$ cat config.mk
export PLATFORM = sky130hd
export DESIGN_NAME = sram_async_ctrl
export DESIGN_NICKNAME = d
export VERILOG_FILES = /design/src/rtl/sramc_pkg.sv /design/src/rtl/sramc_phase_timer.sv /design/src/rtl/sramc_sequencer.sv /design/src/rtl/sramc_datapath.sv /design/src/rtl/sram_async_ctrl.sv
export SDC_FILE = /design/constraint.sdc
export NUM_CORES = 1
export LEC_CHECK = 0
export ABC_AREA = 0
export CORE_MARGIN = 5
export CORE_UTILIZATION = 40
export CTS_CLUSTER_DIAMETER = 100
export CTS_CLUSTER_SIZE = 24
export DETAILED_ROUTE_END_ITERATION = 8
export DONT_BUFFER_PORTS = 1
export SLEW_MARGIN = 20
export SYNTH_ARGS = -nofsm -noshare
export SYNTH_HDL_FRONTEND = slang
export SYNTH_SLANG_ARGS = --single-unit
$ cat constraint.sdc
create_clock -name clk -period 1.64 [get_ports clk]
set_input_delay 0.328 -clock clk [delete_from_list [all_inputs] [get_ports clk]]
set_output_delay 0.328 -clock clk [all_outputs]
set_load 0.01 [all_outputs]
$ cat src/rtl/sramc_pkg.sv
`timescale 1ns/1ps
package sramc_pkg;

  typedef enum logic [2:0] {
    ST_IDLE     = 3'd0,
    ST_RD_ACC   = 3'd1,
    ST_RD_TURN  = 3'd2,
    ST_WR_PULSE = 3'd3,
    ST_WR_HOLD  = 3'd4
  } seq_state_t;

  // Cycles needed to cover t_ps at a clock of clk_ps, never below one.
  function automatic int unsigned ps_to_cycles(input int unsigned t_ps,
                                               input int unsigned clk_ps);
    int unsigned n;
    n = (t_ps + clk_ps - 1) / clk_ps;
    if (n < 1) n = 1;
    return n;
  endfunction

  function automatic int unsigned umax(input int unsigned a, input int unsigned b);
    return (a > b) ? a : b;
  endfunction

endpackage

$ cat src/rtl/sramc_phase_timer.sv
`timescale 1ns/1ps
// Loadable down counter; expire is high during the last cycle of a phase.
module sramc_phase_timer #(
  parameter int CNT_W = 2
) (
  input  logic             clk,
  input  logic             rst,
  input  logic             load,
  input  logic [CNT_W-1:0] load_val,
  output logic             expire
);

  logic [CNT_W-1:0] cnt_q;

  always_ff @(posedge clk) begin
    if (rst) begin
      cnt_q <= '0;
    end else if (load) begin
      cnt_q <= load_val;
    end else if (cnt_q != '0) begin
      cnt_q <= cnt_q - 1'b1;
    end
  end

  assign expire = (cnt_q == CNT_W'(1));

endmodule

$ cat src/rtl/sramc_sequencer.sv
`timescale 1ns/1ps
module sramc_sequencer
  import sramc_pkg::*;
#(
  parameter int CNT_W     = 2,
  parameter int RD_CYC    = 1,
  parameter int TURN_CYC  = 1,
  parameter int PULSE_CYC = 1,
  parameter int HOLD_CYC  = 1
) (
  input  logic             clk,
  input  logic             rst,
  input  logic             req_valid,
  input  logic             req_write,
  input  logic             expire,
  output logic             load,
  output logic [CNT_W-1:0] load_val,
  output logic             accept,
  output logic             capture,
  output logic             ready,
  output logic             ce_n,
  output logic             oe_n,
  output logic             we_n,
  output logic             dq_oe
);

  seq_state_t state_q, state_d;
  logic ready_q, ce_q, oe_q, we_q, dqoe_q;
  logic ce_d, oe_d, we_d, dqoe_d;

  always_comb begin
    state_d  = state_q;
    load     = 1'b0;
    load_val = '0;
    accept   = 1'b0;
    capture  = 1'b0;
    ce_d     = ce_q;
    oe_d     = oe_q;
    we_d     = we_q;
    dqoe_d   = dqoe_q;
    unique case (state_q)
      ST_IDLE: begin
        if (req_valid && ready_q) begin
          accept = 1'b1;
          load   = 1'b1;
          ce_d   = 1'b0;
          if (req_write) begin
            state_d  = ST_WR_PULSE;
            load_val = CNT_W'(PULSE_CYC);
            we_d     = 1'b0;
            oe_d     = 1'b1;
            dqoe_d   = 1'b1;
          end else begin
            state_d  = ST_RD_ACC;
            load_val = CNT_W'(RD_CYC);
            oe_d     = 1'b0;
          end
        end
      end
      ST_RD_ACC: begin
        if (expire) begin
          capture  = 1'b1;
          state_d  = ST_RD_TURN;
          load     = 1'b1;
          load_val = CNT_W'(TURN_CYC);
          ce_d     = 1'b1;
          oe_d     = 1'b1;
        end
      end
      ST_RD_TURN: begin
        if (expire) state_d = ST_IDLE;
      end
      ST_WR_PULSE: begin
        if (expire) begin
          state_d  = ST_WR_HOLD;
          load     = 1'b1;
          load_val = CNT_W'(HOLD_CYC);
          ce_d     = 1'b1;
          we_d     = 1'b1;
        end
      end
      ST_WR_HOLD: begin
        if (expire) begin
          state_d = ST_IDLE;
          dqoe_d  = 1'b0;
        end
      end
      default: begin
        state_d = ST_IDLE;
        ce_d    = 1'b1;
        oe_d    = 1'b1;
        we_d    = 1'b1;
        dqoe_d  = 1'b0;
      end
    endcase
  end

  always_ff @(posedge clk) begin
    if (rst) begin
      state_q <= ST_IDLE;
      ready_q <= 1'b1;
      ce_q    <= 1'b1;
      oe_q    <= 1'b1;
      we_q    <= 1'b1;
      dqoe_q  <= 1'b0;
    end else begin
      state_q <= state_d;
      ready_q <= (state_d == ST_IDLE);
      ce_q    <= ce_d;
      oe_q    <= oe_d;
      we_q    <= we_d;
      dqoe_q  <= dqoe_d;
    end
  end

  assign ready = ready_q;
  assign ce_n  = ce_q;
  assign oe_n  = oe_q;
  assign we_n  = we_q;
  assign dq_oe = dqoe_q;

endmodule

$ cat src/rtl/sramc_datapath.sv
`timescale 1ns/1ps
module sramc_datapath #(
  parameter int ADDR_W = 21,
  parameter int DATA_W = 8
) (
  input  logic              clk,
  input  logic              rst,
  input  logic              accept,
  input  logic [ADDR_W-1:0] req_addr,
  input  logic [DATA_W-1:0] req_wdata,
  input  logic              capture,
  input  logic [DATA_W-1:0] dq_in,
  output logic [ADDR_W-1:0] mem_addr,
  output logic [DATA_W-1:0] dq_out,
  output logic              rsp_valid,
  output logic [DATA_W-1:0] rsp_rdata
);

  always_ff @(posedge clk) begin
    if (rst) begin
      mem_addr  <= '0;
      dq_out    <= '0;
      rsp_valid <= 1'b0;
      rsp_rdata <= '0;
    end else begin
      if (accept) begin
        mem_addr <= req_addr;
        dq_out   <= req_wdata;
      end
      rsp_valid <= capture;
      if (capture) rsp_rdata <= dq_in;
    end
  end

endmodule

$ cat src/rtl/sram_async_ctrl.sv
`timescale 1ns/1ps
module sram_async_ctrl
  import sramc_pkg::*;
#(
  parameter int ADDR_W     = 21,
  parameter int DATA_W     = 8,
  parameter int CLK_PS     = 20000,
  parameter int T_RC_PS    = 10000,
  parameter int T_AA_PS    = 10000,
  parameter int T_OEOFF_PS = 4000,
  parameter int T_CEOFF_PS = 4000,
  parameter int T_WC_PS    = 10000,
  parameter int T_PWE_PS   = 6500,
  parameter int T_AW_PS    = 8000,
  parameter int T_SCE_PS   = 8000,
  parameter int T_SD_PS    = 5000
) (
  input  logic              clk,
  input  logic              rst,
  input  logic              req_valid,
  output logic              req_ready,
  input  logic              req_write,
  input  logic [ADDR_W-1:0] req_addr,
  input  logic [DATA_W-1:0] req_wdata,
  output logic              rsp_valid,
  output logic [DATA_W-1:0] rsp_rdata,
  output logic [ADDR_W-1:0] mem_addr,
  output logic              mem_ce_n,
  output logic              mem_oe_n,
  output logic              mem_we_n,
  output logic [DATA_W-1:0] mem_dq_out,
  output logic              mem_dq_oe,
  input  logic [DATA_W-1:0] mem_dq_in
);

  localparam int unsigned RD_CYC = umax(ps_to_cycles(T_RC_PS, CLK_PS),
                                        ps_to_cycles(T_AA_PS, CLK_PS));
  localparam int unsigned TURN_CYC = umax(ps_to_cycles(T_OEOFF_PS, CLK_PS),
                                          ps_to_cycles(T_CEOFF_PS, CLK_PS));
  localparam int unsigned PULSE_CYC =
    umax(umax(ps_to_cycles(T_PWE_PS, CLK_PS), ps_to_cycles(T_AW_PS, CLK_PS)),
         umax(ps_to_cycles(T_SCE_PS, CLK_PS), ps_to_cycles(T_SD_PS, CLK_PS)));
  localparam int unsigned WC_CYC   = ps_to_cycles(T_WC_PS, CLK_PS);
  localparam int unsigned HOLD_CYC = (WC_CYC > PULSE_CYC) ? (WC_CYC - PULSE_CYC) : 1;
  localparam int unsigned MAX_CYC  = umax(umax(RD_CYC, TURN_CYC), umax(PULSE_CYC, HOLD_CYC));
  localparam int CNT_W = $clog2(MAX_CYC + 1);

  logic             load, accept, capture, expire;
  logic [CNT_W-1:0] load_val;

  sramc_phase_timer #(.CNT_W(CNT_W)) u_timer (
    .clk      (clk),
    .rst      (rst),
    .load     (load),
    .load_val (load_val),
    .expire   (expire)
  );

  sramc_sequencer #(
    .CNT_W     (CNT_W),
    .RD_CYC    (int'(RD_CYC)),
    .TURN_CYC  (int'(TURN_CYC)),
    .PULSE_CYC (int'(PULSE_CYC)),
    .HOLD_CYC  (int'(HOLD_CYC))
  ) u_seq (
    .clk       (clk),
    .rst       (rst),
    .req_valid (req_valid),
    .req_write (req_write),
    .expire    (expire),
    .load      (load),
    .load_val  (load_val),
    .accept    (accept),
    .capture   (capture),
    .ready     (req_ready),
    .ce_n      (mem_ce_n),
    .oe_n      (mem_oe_n),
    .we_n      (mem_we_n),
    .dq_oe     (mem_dq_oe)
  );

  sramc_datapath #(.ADDR_W(ADDR_W), .DATA_W(DATA_W)) u_dp (
    .clk       (clk),
    .rst       (rst),
    .accept    (accept),
    .req_addr  (req_addr),
    .req_wdata (req_wdata),
    .capture   (capture),
    .dq_in     (mem_dq_in),
    .mem_addr  (mem_addr),
    .dq_out    (mem_dq_out),
    .rsp_valid (rsp_valid),
    .rsp_rdata (rsp_rdata)
  );

endmodule

==> results of run 1 <==
worst register-to-register path: cells and delay by family, from the launching register on:
kind                   cells  cell delay [ns]
AO/OA/AOI/OAI              1             0.08
buffers and inverters      1             0.20
flip-flops                 1             0.39
AND/OR/NAND/NOR            2             0.60
layer usage:
layer / vias to the layer above / global-route usage [%] / share of wire (%)
met3: 4 / 5.49 / 7.2
met2: 45 / 24.8 / 48
li1: 803 / - / -
met1: 745 / 21.2 / 43
met5: - / 0 / 0
met4: 0 / 5.07 / 0.82
logic make-up after synthesis:
| kind of cell | Yosys count | synth area share [%] |
|---|---|---|
| compound gates | 82 | 26.6 |
| buf+inv | 29 | 8.70 |
| flops | 47 | 47.8 |
| simple gates | 66 | 17.0 |
cell usage in the layout, fill, tap and decap left out, drive strengths merged, types with 2 or more instances in the layout:
| master | n |
|---|---|
| buf | 14 |
| a21oi | 40 |
| nor3 | 4 |
| nand3b | 2 |
| dfxtp | 47 |
| clkbuf | 6 |
| nand2 | 20 |
| o31ai | 31 |
| and3b | 2 |
| a31oi | 2 |
| nand3 | 31 |
| a21o | 2 |
| inv | 2 |
| nor2 | 3 |
| o21a | 2 |
metrics by stage:
| step | instances | cell area (sq um) | util (%) | worst slack (ns) |
|---|---|---|---|---|
| floorplan | 224 | 1970 | - | 0.519 |
| CTS | 285 | 2100 | 44.1 | 0.265 |
| detailed placement | 278 | 1990 | 41.9 | 0.271 |
| global route | 285 | 2100 | 44.1 | 0.0997 |
| finish | 285 | 2100 | 44.1 | 0.274 |
| global placement | 278 | 1990 | 41.9 | 0.323 |
final cells by class:
cell class | count | area [sq um] | area share [%]
Inverter | 2 | 7.51 | 0.358
Clock buffer | 6 | 72.6 | 3.46
Tap cell | 67 | 83.8 | 4.00
Timing Repair Buffer | 14 | 105 | 5.01
Clock inverter | 1 | 30.0 | 1.43
Sequential cell | 47 | 941 | 44.9
Multi-Input combinational cell | 148 | 857 | 40.9
report_power, final:
group          internal, mW  leakage (nW)  switching (mW)
clock network         0.447        0.0513           0.394
registers              1.25         0.384           0.133
logic                 0.181         0.315           0.299
worst min path at each step:
stage / start / end / slack, ns
finish: rst / u_dp.mem_addr[14] / 0.08
global route: rst / u_dp.mem_addr[14] / 0.06
CTS: rst / u_dp.rsp_rdata[1] / 0.08
detailed placement: rst / u_dp.mem_addr[12] / 0.41
global placement: rst / u_dp.mem_addr[12] / 0.40
floorplan: mem_dq_in[0] / u_dp.rsp_rdata[0] / 0.46
state kept, by name, indices dropped and copies added (netlist names):
register and flops:
u_dp.rsp_valid 1, u_dp.rsp_rdata 8, u_dp.mem_addr 21, u_seq.ready 1
u_dp.dq_out 8, u_seq.we_n 1, u_seq.oe_n 1, u_seq.ce_n 1
u_seq.state_q 3, u_seq.dq_oe 1, u_timer.expire 1
==> results.ini, run 1 <==
[yosys]
synthTopCellsByArea = dfxtp_1, o31ai_1, a21oi_1
syn_area_per_cell_sq_um = 8.79
synth_most_common_cell = dfxtp_1
synth_edf_count = 0
syn_nets = 265
ys.flop_type = dfxtp_1
async_flop_share_pct = 0
synth_common_cells = dfxtp_1, a21oi_1, nand3_1, o31ai_1, nand2_1
synthesis.instances = 224
ys_seq_area_share_pct = 47.8
synth_top_cell_area_share_pct = 47.8
syn-cell-area_sq_mm = 0.00197
ys_ff_latch = 47
yosysUniqueCellTypes = 28
yosys.area.top_type = dfxtp_1
yosys_warnings = 0

[timing]
whs_ns = 0.0780
setup_violations = 0
grt_setup_unrepaired = false
relSlewSlack_pct = 69.6
maxSlewViolCount = 0
fin_skew_ns = 0.00691
finalCritPeriodShare_pct = 83.3
layout_min_cycle_time_ns = 1.37
setup_tns_ns = 0
fmax_ghz = 0.732
hold_violations = 0
tightestPinTransition_ns = 0.454

[global_route]
gr-total-overflow = 0
grt_pass1_vias = 1569
grt_max_degree = 48
grt_pass1_wl_um = 8140
grtUsageTotal_pct = 16.1
antenna_found_initial = 0

[worst_setup_path]
crit_family = simple AND/OR/NAND/NOR gates
arrival_ns = 1.57
crit_path_cell_trace = buf_4, nand4bb_1, nand2_1, a21oi_1
r2r_cells = 4
cp-end-kind = flop
start_kind = flop
crit_fanout = 13
crit_cells = 4
cp_slowest_cell = nand4bb_1
regToRegSetupSlack_ns = 0.27
worst-path-buf-inv = 1
required_ns = 1.85
r2r_end = u_dp.rsp_rdata[7]
crit_start = u_seq.state_q[0]
r2r_start = u_seq.state_q[0]
crit_type = flop to flop
critical_path.max_stage_delay_ns = 0.40
endpoint = u_dp.rsp_rdata[7]

[route]
drc = 0
ant_nets = 0
num_vias = 1597
first_pass_iters = 4
wl_per_cell_um = 17.9
drt_wl_total_um = 5100
drt_first_iter_violations = 181
via_per_inst = 5.60

[clocking]
clkSlewWorstSetupHoldPaths_ns = 0.09
cts_max_level = 2
cts_inserted_buffers = 5
cts_sinks = 47
insertion_delay_ns = 0.31
cts_buffer_depth = 2
post_cts_buffers = 0
cts_hold_buf = 0
cts_tree = yes
clockRootBuffer = clkbuf_8
cts-resized-gates = 0

[final_layout]
fill_cells = 490
final_nets = 259
n_antenna_cell = 0
area_delta_synth_final_pct = 6.48
drive_above_1_share_pct = 10.6

[place]
gp_congestion = 0.766
numPortBuffers = 0
dp_hpwl_um = 3400

[floorplanning]
io_pins = 84
initial_core_util_pct = 41.4
die_h_um = 80.2
die_area_sq_mm = 0.00643
rows = 25
fp.dieW_um = 80.2
core_area_sq_mm = 0.00475

[pwr]
leakagePower_nw = 0.750
total_power_mw = 2.70
p_per_area_mw_per_mm2 = 1290
ir_drop_uv = 481

[run]
maxCapViolations = 0

[outcome]
outcome = completed

[worst_hold_path]
hp-class = input pin to flop
hold-path-cell-count = 1

(Power assumes the default switching activity.)
==> run 2, diff against run 1 <==
==> constraint.sdc (replaced) <==
create_clock -name clk -period 1.3 [get_ports clk]
set_input_delay 0.26 -clock clk [delete_from_list [all_inputs] [get_ports clk]]
set_output_delay 0.26 -clock clk [all_outputs]
set_load 0.01 [all_outputs]
==> results.ini, run 2 (synthesis results as in run 1) <==
[outcome]
outcome = completed

[floorplanning]
core_area_sq_mm = 0.00475
fp.dieW_um = 80.2
die_area_sq_mm = 0.00643
rows = 25
io_pins = 84
die_h_um = 80.2
initial_core_util_pct = 41.4

[final_layout]
area_delta_synth_final_pct = 11.5
final_common_cell = dfxtp_1
final_cell_area_sq_mm = 0.00220
regMostFlops = u_dp.mem_addr
reg_top3 = u_dp.mem_addr: 21 flops, u_dp.dq_out: 8 flops, u_dp.rsp_rdata: 8 flops
instances_no_fill = 289
layout.cells.most_common_list = dfxtp_1, a21oi_1, nand3_1, o31ai_1, nand2_1
largest_register_ffs = 21
n_antenna_cell = 0
final_nets = 262
drive_above_1_share_pct = 13.5
utilization_pct = 46.2

[pwr]
swShare_pct = 30.3
total_power_mw = 3.50
intPower_mw = 2.44
leakagePower_nw = 0.791
netSwitchingPower_mw = 1.06
clockPowerShare_pct = 30.6
pwr-share-seq_pct = 49.7
ir_drop_uv = 567
comb_power_share_pct = 19.7
p_per_area_mw_per_mm2 = 1600

[place]
gp_congestion = 0.748
numPortBuffers = 0
dp_hpwl_um = 3380
dp_slack_ns = 0.0352
dp_cells = 281
placed_cell_area_sq_mm = 0.00207

[route]
ant_nets = 0
first_pass_iters = 4
drc = 0
drt_wl_total_um = 5060
num_vias = 1637
wl_per_cell_um = 17.5
drt_first_iter_violations = 117
via_per_inst = 5.66

[timing]
tightestPinTransition_ns = 0.235
worst_slack_ns = 0.106
fin_skew_ns = 0.00998
maxSlewViolCount = 0
setup_tns_ns = 0
setup_violations = 0
hold_violations = 0
relSlewSlack_pct = 84.2
fmax_ghz = 0.838
whs_ns = 0.0246
grt_setup_unrepaired = false
finalCritPeriodShare_pct = 91.8
layout_min_cycle_time_ns = 1.19

[run]
maxCapViolations = 0

[clocking]
cts_hold_buf = 0
cts_tree = yes
clockRootBuffer = clkbuf_8
cts_buffer_depth = 2
clkSlewWorstSetupHoldPaths_ns = 0.09
cts_sinks = 47
cts_max_level = 2
insertion_delay_ns = 0.30
cts_inserted_buffers = 5

[worst_setup_path]
r2r_end = u_seq.we_n
crit_type = flop to flop
regToRegSetupSlack_ns = 0.11
r2r_start = u_seq.state_q[2]
arrival_ns = 1.40
cp-end-kind = flop
crit_fanout = 14
r2r_cells = 4
required_ns = 1.51
start_kind = flop

[global_route]
antenna_found_initial = 0
grt_pass1_wl_um = 8180
grt_max_degree = 48
gr-total-overflow = 0
grtUsageTotal_pct = 16.1
grt_pass1_vias = 1597

[worst_hold_path]
hold_end = u_dp.mem_addr[12]
hp-start = rst
hold-path-cell-count = 1
hp-class = input pin to flop

run 2: changes by cell type in the layout (fill, tap and decap cells not counted), sizes merged:
cell	delta
buf	+3
clkbuf	-1
clkinv	+2
run 2: what timing repair did:
item	CTS	global route
endpoints found under the setup margin	0	10
endpoints found under the hold margin	0	0
gates resized for setup	0	6
buffers inserted	0	0
run 2: layout make-up:
| class | count | area [sq um] |
|---|---|---|
| Fill cell | 485 | 2560 |
| Clock buffer | 5 | 68.8 |
| Multi-Input combinational cell | 148 | 861 |
| Sequential cell | 47 | 946 |
| Tap cell | 67 | 83.8 |
| Clock inverter | 3 | 43.8 |
| Timing Repair Buffer | 17 | 185 |
| Inverter | 2 | 7.51 |
run 2: layer usage:
layer  wire [um]  global-route usage [%]  share of wire [%]
met1        2170                    20.8                 43
met5           0                       0                  0
met3         418                    5.38                8.3
met4          34                    5.07               0.67
met2        2440                    25.2                 48
run 2: critical path, stage by stage (launching register included):
cell and delay (ns):
dfxtp_1 0.32, buf_4 0.18, a21o_1 0.16, a221o_1 0.28, a21o_1 0.17
run 2: worst max path at each step:
stage / endpoint / slack [ns] / cells after the start / from
4_1_cts: u_dp.rsp_rdata[1] / 0.007 / 5 / u_seq.state_q[1]
3_3_place_gp: u_dp.rsp_rdata[0] / 0.09 / 4 / u_seq.state_q[0]
3_5_place_dp: u_dp.rsp_rdata[5] / 0.04 / 5 / u_seq.state_q[1]
2_1_floorplan: u_seq.we_n / 0.18 / 4 / u_timer.expire
5_1_grt: u_dp.mem_addr[1] / 0.004 / 5 / u_seq.state_q[2]
6_report: u_seq.we_n / 0.11 / 4 / u_seq.state_q[2]
run 2: power groups by stage:
| stage | clock (mW) | sequential (mW) | combinational (mW) |
|---|---|---|---|
| floorplan | 0 | 1.74 | 0.521 |
| global placement | 0 | 1.77 | 0.679 |
| detailed placement | 0 | 1.78 | 0.688 |
| CTS | 1.12 | 1.74 | 0.690 |
| global route | 1.19 | 1.76 | 0.770 |
| finish | 1.07 | 1.74 | 0.692 |
